<file path="src/rtl/flow_hash_pkg.sv">
package flow_hash_pkg;
   typedef enum logic [1:0] {
      BUF_BAD  = 2'd0,
      BUF_SMALL = 2'd1,
      BUF_MID  = 2'd2,
      BUF_LARGE = 2'd3
   } buf_code_e;

   typedef enum logic {
      PH_BUCKET = 1'b0,
      PH_SIGNATURE = 1'b1
   } pass_phase_e;
endpackage

</file>
<file path="src/rtl/fhe_fold.sv">
module fhe_fold #(
   parameter int KEY_DWORDS = 14,
   parameter int WORD_W     = 32
) (
   input  logic [KEY_DWORDS*WORD_W-1:0] flow_key,
   output logic [WORD_W-1:0]            lo_o,
   output logic [WORD_W-1:0]            hi_o,
   output logic [WORD_W-1:0]            fvv_o
);
   localparam int HALF = WORD_W / 2;

   logic [WORD_W-1:0] word_s [KEY_DWORDS];
   logic [WORD_W-1:0] common;

   for (genvar d = 0; d < KEY_DWORDS; d++) begin : g_slice
      assign word_s[d] = flow_key[d*WORD_W +: WORD_W];
   end

   always_comb begin
      common = '0;
      for (int d = 1; d < KEY_DWORDS; d++) common = common ^ word_s[d];
   end

   assign fvv_o = word_s[0];
   assign lo_o  = {common[HALF-1:0], common[WORD_W-1:HALF]};
   assign hi_o  = common ^ word_s[0] ^ (word_s[0] >> HALF);
endmodule

</file>
<file path="src/rtl/fhe_pass.sv">
module fhe_pass #(
   parameter int WORD_W = 32
) (
   input  logic                clk,
   input  logic                rst_n,
   input  logic                load,
   input  logic [WORD_W-1:0]   key_in,
   input  logic [WORD_W-1:0]   lo_in,
   input  logic [WORD_W-1:0]   hi_in,
   input  logic [WORD_W-1:0]   fvv_in,
   output logic                done,
   output logic [WORD_W/2-1:0] result
);
   localparam int HASH_W = WORD_W / 2;
   localparam int STEPS  = HASH_W;
   localparam int STEP_W = $clog2(STEPS);

   logic [WORD_W-1:0] key_q, lo_q, hi_q, fvv_q;
   logic [HASH_W-1:0] acc_q, acc_nx, term;
   logic [STEP_W-1:0] step_q, idx;
   logic              run_q;
   logic [WORD_W-1:0] lo_sh, hi_sh;
   logic [HASH_W-1:0] key_lo, key_hi;

   assign key_lo = key_q[HASH_W-1:0];
   assign key_hi = key_q[WORD_W-1:HASH_W];

   always_comb begin
      idx   = (step_q == '0) ? '0 : STEP_W'(STEPS - int'(step_q));
      lo_sh = lo_q >> idx;
      hi_sh = hi_q >> idx;
      term  = (key_lo[idx] ? lo_sh[HASH_W-1:0] : '0) ^
              (key_hi[idx] ? hi_sh[HASH_W-1:0] : '0);
      acc_nx = acc_q ^ term;
   end

   always_ff @(posedge clk or negedge rst_n) begin
      if (!rst_n) begin
         key_q  <= '0;
         lo_q   <= '0;
         hi_q   <= '0;
         fvv_q  <= '0;
         acc_q  <= '0;
         step_q <= '0;
         run_q  <= 1'b0;
         done   <= 1'b0;
         result <= '0;
      end else begin
         done <= 1'b0;
         if (load) begin
            key_q  <= key_in;
            lo_q   <= lo_in;
            hi_q   <= hi_in;
            fvv_q  <= fvv_in;
            acc_q  <= '0;
            step_q <= '0;
            run_q  <= 1'b1;
         end else if (run_q) begin
            acc_q  <= acc_nx;
            step_q <= step_q + 1'b1;
            if (step_q == '0) lo_q <= lo_q ^ fvv_q ^ (fvv_q << HASH_W);
            if (step_q == STEP_W'(STEPS - 1)) begin
               run_q  <= 1'b0;
               done   <= 1'b1;
               result <= acc_nx;
            end
         end
      end
   end
endmodule

</file>
<file path="src/rtl/flow_hash_engine.sv">
module flow_hash_engine
   import flow_hash_pkg::*;
#(
   parameter int KEY_DWORDS  = 14,
   parameter int WORD_W      = 32,
   parameter int PERF_BASE_W = 10,
   parameter int SIG_BASE_W  = 12
) (
   input  logic                         clk,
   input  logic                         rst_n,
   input  logic                         start,
   input  logic [KEY_DWORDS*WORD_W-1:0] flow_key,
   input  logic [WORD_W-1:0]            bkt_key,
   input  logic [WORD_W-1:0]            sig_key,
   input  logic [1:0]                   buf_code,
   input  logic                         sig_mode,
   output logic                         busy,
   output logic                         out_valid,
   output logic [WORD_W/2-1:0]          bucket_hash,
   output logic [WORD_W-1:0]            sig_word,
   output logic                         cfg_err
);
   localparam int HASH_W = WORD_W / 2;

   if (WORD_W % 2 != 0) begin : g_bad_word
      $error("WORD_W must be even");
   end
   if (KEY_DWORDS < 2) begin : g_bad_dwords
      $error("KEY_DWORDS must be at least 2");
   end
   if (SIG_BASE_W + 3 > HASH_W || PERF_BASE_W + 3 > HASH_W) begin : g_bad_mask
      $error("mask base widths too large for the hash width");
   end

   logic [WORD_W-1:0] f_lo, f_hi, f_fvv;
   logic [WORD_W-1:0] lo0_q, hi0_q, fvv0_q, sig_key_q;
   logic              mode_q;
   buf_code_e         code_q;
   pass_phase_e       phase_q;
   logic              busy_q, valid_q, err_q;
   logic [HASH_W-1:0] bkt_q, bucket_q, mask, masked;
   logic [WORD_W-1:0] word_q;
   logic              accept, reject, p_load, p_done;
   logic [WORD_W-1:0] p_key, p_lo, p_hi, p_fvv;
   logic [HASH_W-1:0] p_res;
   int                keep_w;

   fhe_fold #(.KEY_DWORDS(KEY_DWORDS), .WORD_W(WORD_W)) i_fold (
      .flow_key(flow_key), .lo_o(f_lo), .hi_o(f_hi), .fvv_o(f_fvv));

   assign accept = start && !busy_q && (buf_code != BUF_BAD);
   assign reject = start && !busy_q && (buf_code == BUF_BAD);
   assign p_load = accept || (p_done && phase_q == PH_BUCKET && mode_q);
   assign p_key  = accept ? bkt_key : sig_key_q;
   assign p_lo   = accept ? f_lo    : lo0_q;
   assign p_hi   = accept ? f_hi    : hi0_q;
   assign p_fvv  = accept ? f_fvv   : fvv0_q;

   fhe_pass #(.WORD_W(WORD_W)) i_pass (
      .clk(clk), .rst_n(rst_n), .load(p_load), .key_in(p_key),
      .lo_in(p_lo), .hi_in(p_hi), .fvv_in(p_fvv),
      .done(p_done), .result(p_res));

   always_comb begin
      keep_w = (mode_q ? SIG_BASE_W : PERF_BASE_W) + int'(code_q);
      for (int b = 0; b < HASH_W; b++) mask[b] = (b < keep_w);
      masked = p_res & mask;
   end

   always_ff @(posedge clk or negedge rst_n) begin
      if (!rst_n) begin
         lo0_q     <= '0;
         hi0_q     <= '0;
         fvv0_q    <= '0;
         sig_key_q <= '0;
         mode_q    <= 1'b0;
         code_q    <= BUF_BAD;
         phase_q   <= PH_BUCKET;
         busy_q    <= 1'b0;
         valid_q   <= 1'b0;
         err_q     <= 1'b0;
         bkt_q     <= '0;
         bucket_q  <= '0;
         word_q    <= '0;
      end else begin
         valid_q <= 1'b0;
         if (accept) begin
            lo0_q     <= f_lo;
            hi0_q     <= f_hi;
            fvv0_q    <= f_fvv;
            sig_key_q <= sig_key;
            mode_q    <= sig_mode;
            code_q    <= buf_code_e'(buf_code);
            phase_q   <= PH_BUCKET;
            busy_q    <= 1'b1;
            err_q     <= 1'b0;
         end else if (reject) begin
            err_q <= 1'b1;
         end
         if (p_done) begin
            if (phase_q == PH_BUCKET && mode_q) begin
               bkt_q   <= masked;
               phase_q <= PH_SIGNATURE;
            end else begin
               if (phase_q == PH_BUCKET) begin
                  bucket_q <= masked;
                  word_q   <= {{HASH_W{1'b0}}, masked};
               end else begin
                  bucket_q <= bkt_q;
                  word_q   <= {p_res, bkt_q};
               end
               phase_q <= PH_BUCKET;
               valid_q <= 1'b1;
               busy_q  <= 1'b0;
            end
         end
      end
   end

   assign busy        = busy_q;
   assign out_valid   = valid_q;
   assign bucket_hash = bucket_q;
   assign sig_word    = word_q;
   assign cfg_err     = err_q;
endmodule

</file>
<file path="config.mk">
export PLATFORM = sky130hd
export DESIGN_NAME = flow_hash_engine
export DESIGN_NICKNAME = d
export VERILOG_FILES = /design/src/rtl/flow_hash_pkg.sv /design/src/rtl/fhe_fold.sv /design/src/rtl/fhe_pass.sv /design/src/rtl/flow_hash_engine.sv
export SDC_FILE = /design/constraint.sdc
export NUM_CORES = 1
export LEC_CHECK = 0
export BUFFER_PORTS_ARGS = -buffer_cell sky130_fd_sc_hd__buf_2
export CAP_MARGIN = 20
export CELL_PAD_IN_SITES_DETAIL_PLACEMENT = 1
export CELL_PAD_IN_SITES_GLOBAL_PLACEMENT = 1
export CORE_ASPECT_RATIO = 0.6
export CORE_MARGIN = 5
export CORE_UTILIZATION = 38
export DETAILED_ROUTE_END_ITERATION = 8
export MAX_ROUTING_LAYER = met4
export PLACE_DENSITY_LB_ADDON = 0.1
export RECOVER_POWER = 25
export SLEW_MARGIN = 0
export SYNTH_ARGS = -nofsm -noshare
export SYNTH_HDL_FRONTEND = slang
export SYNTH_SLANG_ARGS = --single-unit
</file>
<file path="constraint.sdc">
create_clock -name clk -period 7.1 [get_ports clk]
set_clock_uncertainty 0.15 [all_clocks]
set_input_delay 0 -clock clk [delete_from_list [all_inputs] [get_ports clk]]
set_output_delay 0 -clock clk [all_outputs]
set_load 0.005 [all_outputs]
</file>
==> results by group, run 1 <==
Run status
  – Status: finished with violations
  – Failing checks: max-capacitance violations, max-slew violations

Timing
  – Final worst path period need: between 5000 and 6000 ps
  – Final Hold Vio Count: 0
  – Fmax: approximately 180 MHz
  – Summed negative setup slack over all endpoints: 0 ps
  – Tightest Pin Transition: around 3800 ps
  – Hold slack final: between 10 and 15 ps
  – Worst setup slack after layout: ~1600 ps
  – Relative max-transition margin: -152%
  – Number of slew-limit violations in the final report: 260
  – Ratio of final minimum period to clock period: 77.3%
  – Final count of negative-setup-slack endpoints: 0
  – Setup repair after global routing missed its margin: no

Synth
  – Synth Net Count: ~3,000
  – Combinational family with the most area after synthesis: XOR/XNOR gates
  – Distinct cell type count of the synthesized netlist: 77
  – Xor/xnor share of the synthesized area: 20.5%
  – Syn_area_per_cell: 9.16 um^2
  – Largest cells by area after synthesis: sky130_fd_sc_hd__dfrtp_1 (39%), sky130_fd_sc_hd__xnor2_1 (14%), sky130_fd_sc_hd__nand2_1 (7.2%)
  – Synthesis warning total: 0
  – Fraction of the mapped netlist area in compound gates: around 16%
  – Top FF cell, synth: sky130_fd_sc_hd__dfrtp_1
  – Sequential element share of the synthesized area: about two fifths
  – Top cells by instance count after synthesis: sky130_fd_sc_hd__nand2_1 (420), sky130_fd_sc_hd__xnor2_1 (358), sky130_fd_sc_hd__dfrtp_1 (343)
  – Leading area contributor after synthesis: sky130_fd_sc_hd__dfrtp_1
  – Share of flip-flops with an asynchronous set or reset after synthesis: 100%
  – FF+latch count, synth: approximately 340
  – Number of synthesized flops with an enable pin: 0
  – Most instantiated library cell after synthesis: sky130_fd_sc_hd__nand2_1
  – Synthesized netlist cell count: between 2,000 and 2,500
  – Cell Area, Synth: between 0.02 and 0.025 mm^2
  – Share of synthesized area spent on multiplexers: 6.75%
  – Post-synthesis share of cell area spent on and, or, nand and nor gates: around 13%
  – Area fraction of the dominant cell type after synthesis: between 30% and 40%
  – Adder-cell area share of the yosys netlist: less than 1%

Job
  – Max-cap viol count: 3

Setup path
  – Critical path endpoint category: flip-flop
  – Endpoint of the most critical register-to-register path: i_pass.acc_q[15]$_DFFE_PN0P_
  – Worst R2R Path Depth: 10
  – Worst path cell trace: inv_1 -> ha_2 -> nor3b_4 -> a211oi_1 -> or2_2 -> a22oi_1 -> o21ai_0 -> a311o_1 -> a21oi_1 -> mux2i_1
  – Kind of start point of the critical path: flip-flop
  – Slowest Stage Delay on Critical Path: a little under 900 ps
  – Critical path peak fanout: 27
  – Worst setup path endpoint: i_pass.acc_q[15]$_DFFE_PN0P_
  – Type of the worst setup path: flip-flop to flip-flop
  – Critical Path Start: i_pass.step_q[0]$_DFFE_PN0P_
  – R2r startpoint: i_pass.step_q[0]$_DFFE_PN0P_
  – Required @ worst endpoint: ~7400 ps
  – R2R Setup Slk: roughly 1600 ps
  – Worst endpoint data arrival time: approximately 5800 ps
  – Standard cell with the maximum stage delay on the critical path: sky130_fd_sc_hd__a22oi_1

GRT
  – Wire length of the first global-routing pass: ~120,000 um
  – Overall Global Routing Usage: approximately 26%
  – Pin count of the biggest net entering global routing: 138
  – Total congestion overflow: 0
  – Vias in the first global route: ~21,000
  – Number of antenna violations at the first check in global routing: 4

Floorplanning
  – Height of the die: slightly below 200 um
  – Row cnt: 68
  – Starting Density: roughly two fifths
  – Core area: between 0.05 and 0.06 mm^2
  – Top-level I/O count: roughly 570
  – Width of the die: 320 um
  – Die area: 0.0628 mm^2

Clocking
  – Total number of H-tree levels: 2
  – Setup bufs post-CTS: 0
  – TritonCTS buffer count: 36
  – Clock transition time at the flip-flop clock pins of the worst setup and hold paths: 60 ps
  – Later-pin clock latency in the skew report: ~530 ps
  – Number of buffers on the longest clock path: 3
  – Clock sinks: between 300 and 400
  – Root buffer cell: sky130_fd_sc_hd__clkbuf_16
  – TritonCTS clock tree: built

Place
  – Pre-CTS setup slack: roughly 1800 ps
  – # placed instances: about 3,600
  – Port bufs: 568
  – RD Place Congestion: ~0.92
  – HPWL after detailed placement: 60,000 um

Pwr
  – Sequential share of power: 26.4%
  – Worst-case vdd ir drop: between 0.3 and 0.4 mV
  – Lkg Pwr: between 10 and 15 nW
  – Part of the power in the clock network: between 10% and 20%
  – Switching power: ~6.7 mW
  – P per Cell Area: around 510 mW/mm^2
  – Part of the total power dissipated in combinational logic: 58.6%
  – Fraction of power spent switching nets: 47.6%
  – Cell internal power dissipation: between 7 and 8 mW

Detailed routing
  – 1st-pass router iterations: 5
  – Via/cell ratio: 5.27
  – Post-Route WL: around 81,000 um
  – Average routed wire per standard cell: between 20 and 25 um
  – Post-DRT Antenna Nets: 0
  – DRC errors left: 0
  – Total via count in the routed design: roughly 20,000
  – Iter 0 DRT Violations: about 1,300

Hold path
  – Min-delay worst type: input port to flip-flop

Layout
  – Layout overhead on the synthesized area: 26.2%
  – Ratio of cells with drive above 1 in the final layout: between 20% and 30%
  – Post-layout util: 48.3%
  – Filler-free cell count of the finished design: ~3,800
  – Nets: ~3,500
  – Fillers: about 6,700
==> state kept, by name (all words and copies together), names as in the netlist <==
register       cells
i_pass.key_q      32
sig_key_q         32
fvv0_q            31
hi0_q             31
i_pass.fvv_q      31
i_pass.hi_q       31
i_pass.lo_q       31
lo0_q             31
sig_word          17
bkt_q             16
i_pass.acc_q      16
i_pass.result     16
bucket_hash       15
i_pass.step_q      4
code_q             2
busy               1
cfg_err            1
i_pass.done        1
i_pass.run_q       1
mode_q             1
out_valid          1
phase_q            1
==> metal layers <==
metal / vias to the layer above / part of all wire [%] / track usage (%)
met5: - / 0 / -
met4: 0 / 1.1 / 3.11
li1: 9368 / - / -
met2: 505 / 46 / 40.0
met1: 9959 / 47 / 35.0
met3: 72 / 6.7 / 5.99
==> power by group through the flow <==
stage               Combinational (mW)  Clock, mW  Sequential (mW)
floorplan                         5.89          0             3.28
global route                      8.98       2.25             3.83
CTS                               8.18       2.17             3.71
global placement                  7.83          0             3.70
finish                            8.27       2.12             3.73
detailed placement                8.05          0             3.74
==> cell type report <==
class / instances / area [um^2] / share of cell area [%]
repair buffers: 710 / 4150 / 15.0
flip-flops and latches: 343 / 8590 / 31.0
well taps: 770 / 963 / 3.48
diodes: 4 / 10.0 / 0.0361
clock inverters: 11 / 213 / 0.768
inverters: 33 / 124 / 0.447
multi-input cells: 1853 / 12500 / 45.3
clock buffers: 53 / 1110 / 3.99
==> cells by family after synthesis <==
group / after synthesis
adders and majority gates: 6
DFF: 343
and+or+nand+nor: 696
muxes: 136
xor gates and xnor gates: 499
buffers and inverters: 199
AOI/OAI and AO/OA: 516
==> how the worst min path moves through the flow <==
stage | start | end | cells after the start
final | flow_key[46] | lo0_q[30]$_DFF_PN0_ | 5
after global routing | flow_key[349] | lo0_q[13]$_DFF_PN0_ | 5
after CTS | flow_key[93] | lo0_q[13]$_DFF_PN0_ | 5
after detailed placement | rst_n | sig_key_q[13]$_DFFE_PN0P_ | 1
after global placement | rst_n | sig_key_q[19]$_DFFE_PN0P_ | 1
after floorplan | rst_n | bkt_q[0]$_DFFE_PN0P_ | 0
==> critical path: cells and delay by family (launching register included) <==
family,cells,cell delay (ps)
AND/OR/NAND/NOR,2,1230
adder cells (fa/ha/maj),1,470
flip-flops,1,600
multiplexers,1,220
buffers and inverters,1,400
AO/OA/AOI/OAI,5,2330
==> cells in the final DEF (no fill, tap or decap), types with 43 or more instances in the layout <==
cell,instances
sky130_fd_sc_hd__o211ai_1,43
sky130_fd_sc_hd__dlygate4sd3_1,112
sky130_fd_sc_hd__o21ai_0,168
sky130_fd_sc_hd__nor2_1,151
sky130_fd_sc_hd__a31oi_1,58
sky130_fd_sc_hd__a21oi_1,56
sky130_fd_sc_hd__dfrtp_1,342
sky130_fd_sc_hd__mux2_2,56
sky130_fd_sc_hd__mux2i_1,76
sky130_fd_sc_hd__xnor2_1,357
sky130_fd_sc_hd__nand2_1,419
sky130_fd_sc_hd__xor2_1,131
sky130_fd_sc_hd__buf_2,535
==> stage by stage <==
stage,power (mW),instance area (um^2)
6_report,14.1,27700
5_1_grt,15.1,27700
4_1_cts,14.1,27800
3_5_place_dp,11.8,25300
3_3_place_gp,11.5,25300
2_1_floorplan,9.17,21900
==> timing repair <==
| item | 4_1_cts | 5_1_grt |
|---|---|---|
| gates resized for setup | 0 | 0 |
| hold buffers | 113 | 0 |
| endpoints found under the hold margin | 303 | 0 |
Power figures use the tool's default switching activity.
==> inputs of run 2 (changes only) <==
clock period = 5.6 ns   (was 7.1 ns; I/O delays follow)
==> results by group, run 2 (synthesis gave the netlist of run 1 again) <==
Run status
  – Status: finished with violations
  – Failing checks: max-capacitance violations, max-slew violations

Pwr
  – Worst-case vdd ir drop: approximately 0.41 mV
  – PnR Total Power: roughly 18 mW
  – P per Cell Area: 653 mW/mm^2
  – Lkg Pwr: roughly 13 nW

Timing
  – Relative max-transition margin: -134%
  – Summed negative setup slack over all endpoints: 0 ps
  – Ratio of final minimum period to clock period: 86.6%
  – Final worst path period need: 4850 ps
  – Tightest Pin Transition: about 3500 ps
  – Setup repair after global routing missed its margin: no
  – Hold slack final: between 10 and 15 ps
  – Fmax: slightly above 200 MHz
  – Worst setup slack after layout: ~750 ps
  – Final Hold Vio Count: 0
  – Number of slew-limit violations in the final report: 262
  – Final count of negative-setup-slack endpoints: 0

Setup path
  – Worst path cell trace: inv_1 -> ha_2 -> or3b_4 -> and3_1 -> o311a_1 -> a21o_1 -> nor2_1 -> buf_4 -> o311ai_0 -> a21oi_1 -> mux2i_1
  – Count of buffer and inverter cells on the critical path: 2
  – Standard cell with the maximum stage delay on the critical path: sky130_fd_sc_hd__nor2_1
  – Type of the worst setup path: flip-flop to flip-flop
  – Worst endpoint data arrival time: a little over 5000 ps
  – Kind of start point of the critical path: flip-flop
  – Critical path peak fanout: 62
  – Slowest Stage Delay on Critical Path: ~700 ps
  – Required @ worst endpoint: just under 6000 ps
  – Critical path endpoint category: flip-flop
  – Cell class contributing the biggest share of worst-path delay: simple AND/OR/NAND/NOR gates
  – R2R Setup Slk: about 750 ps

Floorplanning
  – Width of the die: approximately 320 um
  – Die area: 0.0628 mm^2
  – Core area: ~0.057 mm^2
  – Starting Density: between 30% and 40%
  – Top-level I/O count: 569
  – Height of the die: slightly below 200 um
  – Row cnt: just under 70

GRT
  – Overall Global Routing Usage: between 20% and 30%
  – Wire length of the first global-routing pass: 126,000 um
  – Number of antenna violations at the first check in global routing: 2
  – Pin count of the biggest net entering global routing: 170
  – Vias in the first global route: approximately 22,000
  – Total congestion overflow: 0

Clocking
  – Clock transition time at the flip-flop clock pins of the worst setup and hold paths: roughly 70 ps
  – Later-pin clock latency in the skew report: 540 ps
  – Total number of H-tree levels: 2
  – Quantity of gates resized following cts: 0
  – Clock sinks: between 300 and 400
  – Number of buffers on the longest clock path: 3
  – TritonCTS clock tree: built
  – Root buffer cell: sky130_fd_sc_hd__clkbuf_16
  – TritonCTS buffer count: 37

Layout
  – Post-layout util: between 40 and 50%
  – Final instance area: approximately 0.028 mm^2
  – Ratio of cells with drive above 1 in the final layout: 24.9%
  – Layout overhead on the synthesized area: 27.4%
  – Filler-free cell count of the finished design: around 3,800
  – Most common library cell in the layout ignoring fill and taps: sky130_fd_sc_hd__buf_2
  – Regs by FF count: i_pass.key_q: 32 flops, sig_key_q: 32 flops
  – Nets: approximately 3,500
  – Most used cells in the layout excluding fill and tap cells: sky130_fd_sc_hd__buf_2 (567), sky130_fd_sc_hd__nand2_1 (419), sky130_fd_sc_hd__xnor2_1 (357)

Detailed routing
  – Post-Route WL: around 82,000 um
  – Total via count in the routed design: 20,100
  – Post-DRT Antenna Nets: 0
  – 1st-pass router iterations: 5
  – Average routed wire per standard cell: 21.6 um
  – Iter 0 DRT Violations: 1,487
  – DRC errors left: 0
  – Via/cell ratio: ~5.3

Place
  – RD Place Congestion: a little under 1
  – Pre-CTS setup slack: ~810 ps
  – # placed instances: 3,600
  – Port bufs: 568
  – HPWL after detailed placement: ~60,000 um
  – Post-Place Cell Area: 0.0254 mm^2

Job
  – Max-cap viol count: 2

Hold path
  – Min-delay worst type: input port to flip-flop
-- run 2: cell types whose count changed in the layout (fill, tap and decap cells not counted), sizes merged --
cell         delta
bufinv          -5
clkbuf         -33
dlygate4sd3    +22
diode           -3
clkinvlp        +1
buf            +39
clkinv          +4
-- run 2: repair_timing --
item | CTS | global route
hold buffers | 135 | 0
hold endpoints to repair | 277 | 0
setup buffers | 0 | 0
-- run 2: worst register-to-register path, delay by kind of cell, from the launching register on --
kind | cells | cell delay (ps)
AOI/OAI and AO/OA | 4 | 1020
adders and majority gates | 1 | 490
buffers and inverters | 2 | 700
DFF | 1 | 490
muxes | 1 | 200
and+or+nand+nor | 3 | 1740
-- run 2: worst paths after layout --
kind,from,to,cells past startpoint
hold / removal,flow_key[80],lo0_q[0]$_DFF_PN0_,5
setup / recovery,i_pass.step_q[0]$_DFFE_PN0P_,i_pass.acc_q[10]$_DFFE_PN0P_,11
max in group asynchronous,rst_n,i_pass.hi_q[24]$_DFFE_PN0P_,3
min in group asynchronous,rst_n,sig_key_q[16]$_DFFE_PN0P_,3
setup reg to reg,i_pass.step_q[0]$_DFFE_PN0P_,i_pass.acc_q[10]$_DFFE_PN0P_,11
hold reg to reg,fvv0_q[15]$_DFF_PN0_,fvv0_q[15]$_DFF_PN0_,2
-- run 2: where the power goes --
| group | switching (mW) | leakage (nW) | internal (mW) |
|---|---|---|---|
| clock | 1.05 | 0.603 | 1.44 |
| sequential | 1.06 | 4.28 | 3.59 |
| combinational | 6.73 | 8.03 | 4.40 |
-- run 2: routing by layer --
metal  GRT usage, %  vias to the layer above  routed length, um
met1           36.1                    10100              38200
met4           3.20                        0                908
met5              -                        -                  0
met2           40.1                      569              37000
met3           6.35                       73               6050
li1               -                     9403                  -
-- run 2: area by class of cell --
| cell class | instances | area, um^2 |
|---|---|---|
| fill | 6769 | 29400 |
| multi-input combinational | 1853 | 12500 |
| sequential | 343 | 8590 |
| timing repair buffer | 737 | 4530 |
| clock buffer | 54 | 1120 |
| tap | 770 | 963 |
| inverter | 33 | 124 |
| clock inverter | 11 | 93.8 |
| antenna | 1 | 2.50 |
==> inputs of run 3 (changes only) <==
CELL_PAD_IN_SITES_DETAIL_PLACEMENT = default   (was 1)
CELL_PAD_IN_SITES_GLOBAL_PLACEMENT = default   (was 1)
PLACE_DENSITY_LB_ADDON = default   (was 0.1)
clock period = 6.2 ns   (was 5.6 ns; I/O delays follow)
==> results by group, run 3 (synthesis gave the netlist of run 1 again) <==
Run status
  – Status: finished with violations
  – Failing checks: negative hold slack, max-capacitance violations, max-slew violations

Clocking
  – TritonCTS clock tree: built
  – Number of buffers on the longest clock path: 3
  – Clock transition time at the flip-flop clock pins of the worst setup and hold paths: ~60 ps
  – TritonCTS buffer count: 36
  – Clock sinks: 343
  – Total of hold buffers inserted after clock tree synthesis: 109
  – Later-pin clock latency in the skew report: 540 ps
  – Root buffer cell: sky130_fd_sc_hd__clkbuf_16
  – Total number of H-tree levels: 2
  – Quantity of gates resized following cts: 0
  – Setup bufs post-CTS: 0

Setup path
  – Standard cell with the maximum stage delay on the critical path: sky130_fd_sc_hd__or3b_4
  – Most numerous cell on the critical path: sky130_fd_sc_hd__a21oi_1
  – Critical path peak fanout: 56
  – Kind of start point of the critical path: flip-flop
  – Cell class contributing the biggest share of worst-path delay: compound AO/OA/AOI/OAI gates
  – Worst endpoint data arrival time: between 5000 and 6000 ps
  – Required @ worst endpoint: ~6500 ps
  – Slowest Stage Delay on Critical Path: roughly 700 ps
  – Type of the worst setup path: flip-flop to flip-flop
  – Count of buffer and inverter cells on the critical path: 1
  – R2R Setup Slk: between 1000 and 1500 ps
  – Critical path endpoint category: flip-flop
  – Worst path cell trace: inv_1 -> ha_2 -> or3b_4 -> nand2_1 -> mux4_2 -> a211oi_1 -> a21oi_1 -> a2111o_1 -> a21oi_1 -> mux2i_1

Timing
  – Setup repair after global routing missed its margin: no
  – Final count of negative-setup-slack endpoints: 0
  – Relative max-transition margin: -82.6%
  – Tightest Pin Transition: approximately 2700 ps
  – Final Hold Vio Count: 1
  – Final worst path period need: 4710 ps
  – Summed negative setup slack over all endpoints: 0 ps
  – Worst setup slack after layout: 1490 ps
  – Number of slew-limit violations in the final report: 150
  – Hold slack final: -1.17 ps
  – Ratio of final minimum period to clock period: between 70% and 80%
  – Fmax: roughly 210 MHz

GRT
  – Vias in the first global route: around 20,000
  – Wire length of the first global-routing pass: about 110,000 um
  – Total congestion overflow: 0
  – Number of antenna violations at the first check in global routing: 3
  – Pin count of the biggest net entering global routing: between 150 and 200
  – Overall Global Routing Usage: approximately 23%

Detailed routing
  – Post-DRT Antenna Nets: 0
  – Average routed wire per standard cell: 19.4 um
  – 1st-pass router iterations: 6
  – Total via count in the routed design: 19,600
  – Post-Route WL: between 70,000 and 80,000 um
  – Iter 0 DRT Violations: about 1,500
  – DRC errors left: 0
  – Via/cell ratio: about 5.2

Place
  – RD Place Congestion: between 0.9 and 1
  – Pre-CTS setup slack: roughly 1600 ps
  – HPWL after detailed placement: approximately 54,000 um
  – # placed instances: ~3,600
  – Post-Place Cell Area: 0.0253 mm^2
  – Port bufs: about 570

Layout
  – Filler-free cell count of the finished design: roughly 3,800
  – Most used cells in the layout excluding fill and tap cells: sky130_fd_sc_hd__buf_2 (538), sky130_fd_sc_hd__nand2_1 (419), sky130_fd_sc_hd__xnor2_1 (357)
  – Layout overhead on the synthesized area: 25.2%
  – Regs by FF count: i_pass.key_q: 32 flops, sig_key_q: 32 flops
  – Fillers: approximately 5,400
  – Final instance area: between 0.02 and 0.03 mm^2
  – Reg area: ~0.0086 mm^2
  – Most common library cell in the layout ignoring fill and taps: sky130_fd_sc_hd__buf_2
  – Ratio of cells with drive above 1 in the final layout: a little under a quarter
  – Total area of multi-input combinational cells: roughly 0.013 mm^2
  – Nets: approximately 3,500

Pwr
  – Lkg Pwr: between 10 and 15 nW
  – PnR Total Power: 15.8 mW
  – P per Cell Area: approximately 570 mW/mm^2
  – Worst-case vdd ir drop: ~0.25 mV

Floorplanning
  – Height of the die: around 200 um
  – Width of the die: between 300 and 400 um
  – Top-level I/O count: 569
  – Core area: about 0.057 mm^2
  – Row cnt: just under 70
  – Starting Density: about two fifths
  – Die area: ~0.063 mm^2

Job
  – Max-cap viol count: 2

Hold path
  – Min-delay worst type: input port to flip-flop
## run 3: changes by cell type in the layout (fill, tap and decap cells not counted), moves of 2 or more
cell	before	now
sky130_fd_sc_hd__buf_4	27	24
sky130_fd_sc_hd__a2111oi_0	4	6
sky130_fd_sc_hd__dlygate4sd3_1	134	109
sky130_fd_sc_hd__buf_12	4	2
sky130_fd_sc_hd__clkbuf_1	7	41
sky130_fd_sc_hd__clkinv_2	6	3
sky130_fd_sc_hd__clkbuf_16	39	37
sky130_fd_sc_hd__inv_6	2	0
sky130_fd_sc_hd__buf_2	567	538
## run 3: layer usage
layer / vias to the layer above / global-route usage [%] / wire length, um
met5: - / - / 0
met4: 0 / 3.66 / 1010
met3: 83 / 4.35 / 5240
met2: 623 / 34.7 / 32100
met1: 9559 / 33.0 / 34600
li1: 9342 / - / -
## run 3: area by class of cell
type | count | share of cell area (%)
Clock inverter | 5 | 0.191
Inverter | 33 | 0.451
Sequential cell | 343 | 31.2
Timing Repair Buffer | 706 | 15.1
Clock buffer | 55 | 3.91
Multi-Input combinational cell | 1853 | 45.6
Tap cell | 770 | 3.51
Antenna cell | 1 | 0.00910
## run 3: power by group
part	internal (mW)	total (mW)	switching, mW
logic	3.76	9.48	5.72
registers	3.24	4.15	0.909
clock network	1.23	2.12	0.893
## run 3: tightest hold or removal path: cells and delay by family
family / cells / cell delay [ps]
buffers and inverters: 1 / 130
xor gates and xnor gates: 3 / 370
AOI/OAI and AO/OA: 1 / 120
## run 3: stage by stage
stage	hold WS (ps)	utilization (%)
2_1_floorplan	-446	-
3_3_place_gp	-44.6	44.1
3_5_place_dp	-33.5	44.1
4_1_cts	1.33	48.0
5_1_grt	46.2	47.9
6_report	-1.17	47.9
## run 3: final timing paths
path | endpoint | startpoint | depth (start not counted)
min | lo0_q[15]$_DFF_PN0_ | flow_key[351] | 5
min reg2reg | fvv0_q[15]$_DFF_PN0_ | fvv0_q[15]$_DFF_PN0_ | 2
max | i_pass.acc_q[0]$_DFFE_PN0P_ | i_pass.step_q[0]$_DFFE_PN0P_ | 10
max in group asynchronous | cfg_err$_DFFE_PN0P_ | rst_n | 4
max reg2reg | i_pass.acc_q[0]$_DFFE_PN0P_ | i_pass.step_q[0]$_DFFE_PN0P_ | 10
min in group asynchronous | i_pass.key_q[3]$_DFFE_PN0P_ | rst_n | 3
